[src/rtl/hib_pkg.sv]
package hib_pkg;

  localparam int unsigned WORD_W   = 32;
  localparam int unsigned NUM_PINS = 4;

  // Layout of the control word; bit positions are decoded by software.
  typedef struct packed {
    logic                hib;       // 31 hibernate request
    logic                hib_block; // 30 entry block
    logic [1:0]          rsv_hi;    // 29:28
    logic [NUM_PINS-1:0] pin_en;    // 27:24
    logic [NUM_PINS-1:0] pin_pol;   // 23:20
    logic                wdt_en;    // 19
    logic                rtc_en;    // 18
    logic                freeze;    // 17
    logic                rsv_lo;    // 16
    logic [7:0]          key;       // 15:8
    logic [7:0]          token;     // 7:0
  } hib_word_t;

  localparam logic [WORD_W-1:0] WR_MASK = 32'hCFFE_FFFF;

  function automatic logic key_matches(input logic [7:0] key, input logic [7:0] ref_key);
    return key == ref_key;
  endfunction

  // A pin fires when enabled and its level equals its polarity bit.
  function automatic logic pin_fires(input logic en, input logic pol, input logic lvl);
    return en && (lvl == pol);
  endfunction

  function automatic logic stage_reached(input int unsigned run, input int unsigned need);
    return run >= need;
  endfunction

endpackage

[src/rtl/hib_write_seq.sv]
module hib_write_seq #(
  parameter int unsigned SAT = 3,
  parameter int unsigned DW  = 32,
  localparam int unsigned CW = $clog2(SAT + 1)
) (
  input  logic          clk,
  input  logic          rst_n,
  input  logic          clr,
  input  logic          we,
  input  logic [DW-1:0] wdata,
  output logic [CW-1:0] run_next
);

  logic [DW-1:0] last_q;
  logic [CW-1:0] run_q;

  function automatic logic [CW-1:0] sat_inc(input logic [CW-1:0] c);
    return (c >= CW'(SAT)) ? c : c + 1'b1;
  endfunction

  // Length of the identical-write run if the current write is taken.
  always_comb begin
    if (run_q != '0 && wdata == last_q) run_next = sat_inc(run_q);
    else                                run_next = CW'(1);
  end

  always_ff @(posedge clk or negedge rst_n) begin
    if (!rst_n) begin
      run_q  <= '0;
      last_q <= '0;
    end else if (clr) begin
      run_q  <= '0;
    end else if (we) begin
      run_q  <= run_next;
      last_q <= wdata;
    end
  end

endmodule

[src/rtl/hib_stage_ctrl.sv]
module hib_stage_ctrl #(
  parameter logic [7:0]  KEY           = 8'h3A,
  parameter int unsigned FREEZE_WRITES = 2,
  parameter int unsigned ENTRY_WRITES  = 3,
  localparam int unsigned CW = $clog2(ENTRY_WRITES + 1)
) (
  input  logic          clk,
  input  logic          rst_n,
  input  logic          clr,
  input  logic          we,
  input  logic          wake,
  input  logic [7:0]    w_key,
  input  logic          w_hib,
  input  logic          w_block,
  input  logic [CW-1:0] run_next,
  output logic          io_freeze,
  output logic          hib_enter
);
  import hib_pkg::*;

  logic armed_w;
  logic io_d;
  logic en_d;

  assign armed_w = key_matches(w_key, KEY) && w_hib;
  assign io_d    = armed_w && stage_reached(int'(run_next), FREEZE_WRITES);
  assign en_d    = armed_w && !w_block && stage_reached(int'(run_next), ENTRY_WRITES);

  always_ff @(posedge clk or negedge rst_n) begin
    if (!rst_n) begin
      io_freeze <= 1'b0;
      hib_enter <= 1'b0;
    end else if (clr) begin
      io_freeze <= 1'b0;
      hib_enter <= 1'b0;
    end else if (we) begin
      io_freeze <= io_d;
      hib_enter <= en_d;
    end else if (wake) begin
      hib_enter <= 1'b0;
    end
  end

endmodule

[src/rtl/hib_wake_detect.sv]
module hib_wake_detect #(
  parameter int unsigned NP = 4
) (
  input  logic          armed,
  input  logic          rtc_en,
  input  logic          wdt_en,
  input  logic [NP-1:0] pin_en,
  input  logic [NP-1:0] pin_pol,
  input  logic          rtc_alarm,
  input  logic          wdt_alarm,
  input  logic [NP-1:0] pin_lvl,
  output logic          wake
);
  import hib_pkg::*;

  logic [NP-1:0] pin_hit;

  for (genvar i = 0; i < NP; i++) begin : g_pin
    assign pin_hit[i] = pin_fires(pin_en[i], pin_pol[i], pin_lvl[i]);
  end

  assign wake = armed && ((rtc_en && rtc_alarm) || (wdt_en && wdt_alarm) || (|pin_hit));

endmodule

[src/rtl/hib_entry_ctrl.sv]
module hib_entry_ctrl #(
  parameter logic [7:0]  KEY           = 8'h3A,
  parameter int unsigned FREEZE_WRITES = 2,
  parameter int unsigned ENTRY_WRITES  = 3
) (
  input  logic        clk,
  input  logic        hard_rst_n,
  input  logic        gen_rst,
  input  logic        bus_we,
  input  logic [31:0] bus_wdata,
  output logic [31:0] bus_rdata,
  input  logic        rtc_alarm,
  input  logic        wdt_alarm,
  input  logic [3:0]  wake_pin,
  output logic        freeze_prep,
  output logic        io_freeze,
  output logic        hib_enter,
  output logic        supv_disable
);
  import hib_pkg::*;

  localparam int unsigned CW = $clog2(ENTRY_WRITES + 1);

  hib_word_t     cfg_q;
  hib_word_t     wcfg;
  logic          rst_apply;
  logic          we_apply;
  logic          wake_hit;
  logic          wake_apply;
  logic [CW-1:0] run_next;

  assign wcfg       = hib_word_t'(bus_wdata & WR_MASK);
  // General reset only acts while the word is not frozen.
  assign rst_apply  = gen_rst && !cfg_q.freeze;
  assign we_apply   = bus_we && !rst_apply;
  assign wake_apply = wake_hit && !bus_we && !rst_apply;

  hib_write_seq #(.SAT(ENTRY_WRITES), .DW(WORD_W)) u_seq (
    .clk      (clk),
    .rst_n    (hard_rst_n),
    .clr      (rst_apply || wake_apply),
    .we       (we_apply),
    .wdata    (bus_wdata),
    .run_next (run_next)
  );

  hib_stage_ctrl #(
    .KEY(KEY), .FREEZE_WRITES(FREEZE_WRITES), .ENTRY_WRITES(ENTRY_WRITES)
  ) u_stage (
    .clk       (clk),
    .rst_n     (hard_rst_n),
    .clr       (rst_apply),
    .we        (we_apply),
    .wake      (wake_apply),
    .w_key     (wcfg.key),
    .w_hib     (wcfg.hib),
    .w_block   (wcfg.hib_block),
    .run_next  (run_next),
    .io_freeze (io_freeze),
    .hib_enter (hib_enter)
  );

  hib_wake_detect #(.NP(NUM_PINS)) u_wake (
    .armed     (hib_enter),
    .rtc_en    (cfg_q.rtc_en),
    .wdt_en    (cfg_q.wdt_en),
    .pin_en    (cfg_q.pin_en),
    .pin_pol   (cfg_q.pin_pol),
    .rtc_alarm (rtc_alarm),
    .wdt_alarm (wdt_alarm),
    .pin_lvl   (wake_pin),
    .wake      (wake_hit)
  );

  always_ff @(posedge clk or negedge hard_rst_n) begin
    if (!hard_rst_n) begin
      cfg_q <= '0;
    end else if (rst_apply) begin
      cfg_q <= '0;
    end else if (we_apply) begin
      cfg_q <= wcfg;
    end else if (wake_apply) begin
      cfg_q.hib <= 1'b0;
    end
  end

  assign bus_rdata    = cfg_q;
  assign freeze_prep  = cfg_q.freeze;
  assign supv_disable = hib_enter;

endmodule

[config.mk]
export PLATFORM = sky130hd
export DESIGN_NAME = hib_entry_ctrl
export DESIGN_NICKNAME = d
export VERILOG_FILES = /design/src/rtl/hib_pkg.sv /design/src/rtl/hib_write_seq.sv /design/src/rtl/hib_stage_ctrl.sv /design/src/rtl/hib_wake_detect.sv /design/src/rtl/hib_entry_ctrl.sv
export SDC_FILE = /design/constraint.sdc
export NUM_CORES = 1
export LEC_CHECK = 0
export ABC_AREA = 1
export BUFFER_PORTS_ARGS = -buffer_cell sky130_fd_sc_hd__buf_2
export CAP_MARGIN = 0
export CORE_ASPECT_RATIO = 1.5
export CORE_MARGIN = 4
export CORE_UTILIZATION = 55
export CTS_BUF_LIST = sky130_fd_sc_hd__clkbuf_4
export DETAILED_ROUTE_END_ITERATION = 10
export GPL_ROUTABILITY_DRIVEN = 1
export PLACE_DENSITY_LB_ADDON = 0.1
export SLEW_MARGIN = 15
export SYNTH_ARGS = -nofsm -noshare
export SYNTH_HDL_FRONTEND = slang
export SYNTH_SLANG_ARGS = --single-unit
[constraint.sdc]
create_clock -name clk -period 1.66 [get_ports clk]
set_input_delay 0.166 -clock clk [delete_from_list [all_inputs] [get_ports clk]]
set_output_delay 0.166 -clock clk [all_outputs]
set_load 0.01 [all_outputs]
# After elaboration in Yosys (flattened, before gate mapping)
# Index checks and enable logic that the tools add are counted.
# W data, S select, Z words.
# classes
addsub	1
n_lt_le_gt_ge	3
n_eq_ne	6
n_mux	12
n_bitwise	1
n_reduce_logical	29
# ops
operator	n
$eq A32 B32 Y1	1
$mux W32	1
$mux W31	1
$logic_and A1 B1 Y1	16
$eq A8 B6 Y1 const B	1
$mux W2	4
$ge A2 B2 Y1 const B	3
$mux W1	6
$reduce_bool A2 Y1	3
$eq A1 B1 Y1	4
$logic_not A1 Y1	4
$reduce_or A4 Y1	1
$logic_or A1 B1 Y1	3
$reduce_bool A3 Y1	1
$add A2 B1 Y2 const B	1
$reduce_and A2 Y1	1
$not A1 Y1	1
# totals
regBits	68
inputBits	42
out_inout_bits	36
elab_cells	67

# Depth between registers and ports, before layout
# logic_depth
ltp_word	10
depth_mapped	11
mapped_depth_nobuf	11

# Modules after synthesis
# Synthesis repeated with hierarchy kept, for this count alone.
# unflattened
hier_cells	497
hier_area_um2	3604.7
# by_module_without_submodules
mod	n_inst	cells_per_inst	area_each_um2	seq_area_each_um2
hib_write_seq	1	302	2045.7	850.8
hib_entry_ctrl	1	144	1285.0	725.7
hib_stage_ctrl	1	24	160.2	50.0
hib_wake_detect	1	27	113.9	0.0

# Worst setup path before layout
# No wires, ideal clock.
# synth_path
path_kind	register to register
start	reg cfg_q, in the netlist freeze_prep
end	reg u_seq.last_q[10]
setup_ns	0.130
arrival_ns	1.057
t_required_ns	1.530
path_slack_ns	0.473
stages_incl_launch_ff	8
n_path_buf	2
synth_period_minus_slack_ns	1.187
cell_sequence	dfrtp_1 -> inv_1 -> nand2_1 -> nand2_1 -> buf_4 -> buf_2 -> nand2_1 -> o21ai_0
# synth_via
elab_chain_len	7
elab_cells_between_ends	8
cone_classes	1 x bitwise; 7 x reduce/logical
# synth_lines
item	line_no	rtl
start: declaration	hib_entry_ctrl.sv:24	hib_word_t cfg_q;
start signal: assignment	hib_entry_ctrl.sv:81	cfg_q <= wcfg;
$logic_not A1 Y1 (*)	hib_entry_ctrl.sv:34	assign rst_apply = gen_rst && !cfg_q.freeze;
$logic_and A1 B1 Y1 (*)	hib_entry_ctrl.sv:34	
$logic_not A1 Y1	hib_entry_ctrl.sv:35, hib_entry_ctrl.sv:36	
$logic_and A1 B1 Y1	hib_entry_ctrl.sv:36	assign wake_apply = wake_hit && !bus_we && !rst_apply;
$logic_or A1 B1 Y1	hib_entry_ctrl.sv:41	.clr (rst_apply || wake_apply),
$not A1 Y1 (no line)	n/a	
$reduce_and A2 Y1 (no line) (*)	n/a	
end signal: assignment	hib_write_seq.sv:35	last_q <= wdata;
end: declaration	hib_write_seq.sv:14	logic [DW-1:0] last_q;
# Mark *: on every way between the ends. The rest lies on a longest branch, timed or not.
# A chain may end at the register's enable or synchronous reset.

# Worst setup path after layout
# layout_path
start	reg u_seq.last_q[21]
end	reg u_seq.run_q[0]
# layout_via
elab_chain_len	5
# layout_lines
item	line_no	rtl
$eq A32 B32 Y1	hib_write_seq.sv:23	if (run_q != '0 && wdata == last_q) run_next = sat_inc(run_q);
$logic_and A1 B1 Y1	hib_write_seq.sv:23	
$mux W2	hib_write_seq.sv:23	
$mux W2	hib_write_seq.sv:33	end else if (we) begin
$mux W2	hib_write_seq.sv:31	end else if (clr) begin
end signal: assignment	hib_write_seq.sv:34	run_q <= run_next;
end: declaration	hib_write_seq.sv:15	logic [CW-1:0] run_q;
# No other way between the ends. The select of a mux whose other input is x is not followed.

==> run_results.csv <==
group,metric,value,unit
routing,drt_iter0_markers,200,
logic_synthesis,synth.top_cell.area_share,52.5,%
power,p_leak,2.06,nW
sta,tns,0,ps
status,status,"complete, no violations",
logic_synthesis,synth_warnings,0,
clock_tree,tritoncts,"done",
grt,grt_pass1_vias,2573,
floorplan,core_area,5450,sq um
critical_path,cp.arrival,1680,ps
cells_and_area,drive_above_1_share,22.0,%
logic_synthesis,synth_edf_count,0,
routing,ant_nets,0,
grt,track_usage,21.1,%
logic_synthesis,syn_area,3100,sq um
routing,first_pass_iters,5,
clock_tree,h-tree-depth,3,
critical_path,critPathMaxFanout,4,
critical_path,crit_path_max_incr_delay,380,ps
critical_path,crit_type,"reg -> reg",
power,peakVddDrop,0.571,mV
sta,fin_crit_sh,82.8,%
floorplan,ios,78,
clock_tree,root_buffer,"clkbuf_4",
cells_and_area,nFillCells,507,
logic_synthesis,ys_top_cells_by_count,"nand2_1, dfrtp_1, o21ai_0, inv_1, nor2_1",
critical_path,cp.required,1960,ps
cells_and_area,final_area,3660,sq um
sta,period_minus_slack,1380,ps
clock_tree,cts_max_path_buffers,2,
clock_tree,cts_sinks,65,
logic_synthesis,synth_flop_cell,"dfrtp_1",
critical_path,critPathLaunchType,"register",
clock_tree,clock_latency,400,ps
sta,rsz0062_at_grt,"false",
critical_path,cp_slowest_cell,"dfrtp_1",
logic_synthesis,synthTopCellsByArea,"dfrtp_1, nand2_1, o21ai_0",
floorplan,start_util,56.9,%
grt,grt.overflow.total,0,
clock_tree,path_clk_slew,100,ps
floorplan,dieArea,6930,sq um
logic_synthesis,synth-seq-area-share,52.5,%
logic_synthesis,avgSynthCellArea,7.79,sq um
critical_path,crit_chain,"inv_1, nand2_1, nand2_1, nor2_1, nand2_1, nor2_1, nand2_1, nor2_4, nand3_2, nand2_1, nand2_1",
place,place_area,3520,sq um
routing,viasPerCell,4.80,
logic_synthesis,yosysMostFrequentCell,"nand2_1",
sta,timing.fmax,727,MHz
floorplan,rows,33,
sta,skew,5.23,ps
clock_tree,cts-resized-gates,0,
place,place_congestion,0.818,
cells_and_area,antenna_cells,0,
power,p_per_area,925,nW/um^2
place,io_buffers,74,
hold_path,hold_class,"in -> reg",
grt,grt_pass1_wl,11.7,mm
critical_path,path_common_cell,"nand2_1",
logic_synthesis,ys_seq_elements,65,
sta,hold_ws,14.7,ps
grt,grt_max_degree,66,
logic_synthesis,yosysUniqueCellTypes,24,
floorplan,die_h,100,um
grt,antenna_found_initial,0,
clock_tree,numCtsBuffers,9,
logic_synthesis,synth_cells,398,
sta,hold_viol,0,
routing,drc,0,
routing,vias,2643,
sta,final-setup-viol-count,0,
routing,postRouteWirelength,6.78,mm
critical_path,end_kind,"register",
cells_and_area,areaGrowthSynthToFinish,18.2,%
cells_and_area,fin_nets,519,
logic_synthesis,synth_top_area_cell,"dfrtp_1",
sta,report.final.slew_viol_count,0,
flow_run,cap_violations,0,
logic_synthesis,async_reset_ff_share,100,%
routing,wl_per_cell,12.3,um
place,dp_hpwl,5.05,mm
floorplan,die_w,69.3,um
[cells by family (layout without fill, tap and decap cells)]
kind of cell / count (synthesis) / in the layout / synth area share (%)
other cells: 1 / 3 / 0.121
simple gates: 187 / 187 / 24.7
xor+xnor: 7 / 7 / 1.98
compound gates: 63 / 63 / 10.4
flops: 65 / 65 / 52.5
buf+inv: 75 / 156 / 10.4
[worst paths after layout]
kind | cells past startpoint | endpoint | slack (ps) | from
setup / recovery | 11 | u_seq.run_q[0] | 280 | u_seq.last_q[21]
hold / removal | 3 | bus_rdata[18] | 10 | bus_wdata[18]
setup reg to reg | 11 | u_seq.run_q[0] | 280 | u_seq.last_q[21]
hold reg to reg | 2 | bus_rdata[30] | 480 | bus_rdata[30]
max in group asynchronous | 3 | bus_rdata[12] | 1090 | hard_rst_n
min in group asynchronous | 3 | u_seq.last_q[18] | 300 | hard_rst_n
[registers in the layout, summed over array words and instances (netlist names)]
| signal | flops |
|---|---|
| u_seq.last_q | 32 |
| u_seq.run_q | 2 |
| u_stage.hib_enter | 1 |
| bus_rdata | 28 |
| u_stage.io_freeze | 1 |
| freeze_prep | 1 |
[layer usage]
metal / part of all wire, % / GRT usage, % / vias to the layer above
met2: 47 / 33.6 / 82
met5: 0 / 0 / -
met1: 45 / 28.7 / 1171
li1: - / - / 1379
met4: 1.8 / 9.02 / 0
met3: 5.6 / 3.31 / 11
[power by group]
| group | switching (W) | internal (W) | total, W |
|---|---|---|---|
| Clock | 0.000530 | 0.000302 | 0.000832 |
| Combinational | 0.000411 | 0.000271 | 0.000681 |
| Sequential | 0.000112 | 0.00176 | 0.00187 |
[worst max-delay path, delay by kind of cell (launching register included)]
family	cells	cell delay (ps)
flops	1	380
buf+inv	1	60
simple gates	10	850
[layout by cell type, fill, tap and decap left out, types with 3 or more instances in the layout]
cell type,Yosys,final
nand2_1,146,146
xnor2_1,5,5
clkinv_2,0,4
inv_1,52,52
o21ai_0,56,56
buf_2,5,74
inv_2,6,6
clkbuf_4,0,10
nor3_1,3,3
nand4_1,5,5
buf_4,9,3
conb_1,1,3
dfrtp_1,65,65
dlygate4sd3_1,0,4
nand3_1,10,10
nor2_1,15,15
[through the flow]
step                      std cells  total power [W]  util [%]  worst slack (ps)
after CTS                       551          0.00342      67.2               287
after global routing            551          0.00361      67.2              87.9
after detailed placement        532          0.00259      64.7               312
after global placement          532          0.00257      64.7               336
after floorplan                 400          0.00231         -               473
final                           551          0.00339      67.2               285
[timing repair]
item	4_1_cts	5_1_grt
setup endpoints to repair	0	0
endpoints found under the hold margin	69	0
hold buffers	4	0
buffers inserted	0	0
[layout make-up]
cell class                      instances  area (sq um)  area share (%)
Timing Repair Buffer                   83           473            12.9
Clock inverter                          5          23.8           0.649
Clock buffer                           10          75.1            2.05
Tap cell                               70          87.6            2.39
Inverter                               58           218            5.94
Multi-Input combinational cell        260          1160            31.7
Sequential cell                        65          1630            44.4
Note: power is estimated with default switching activity, not from simulation.
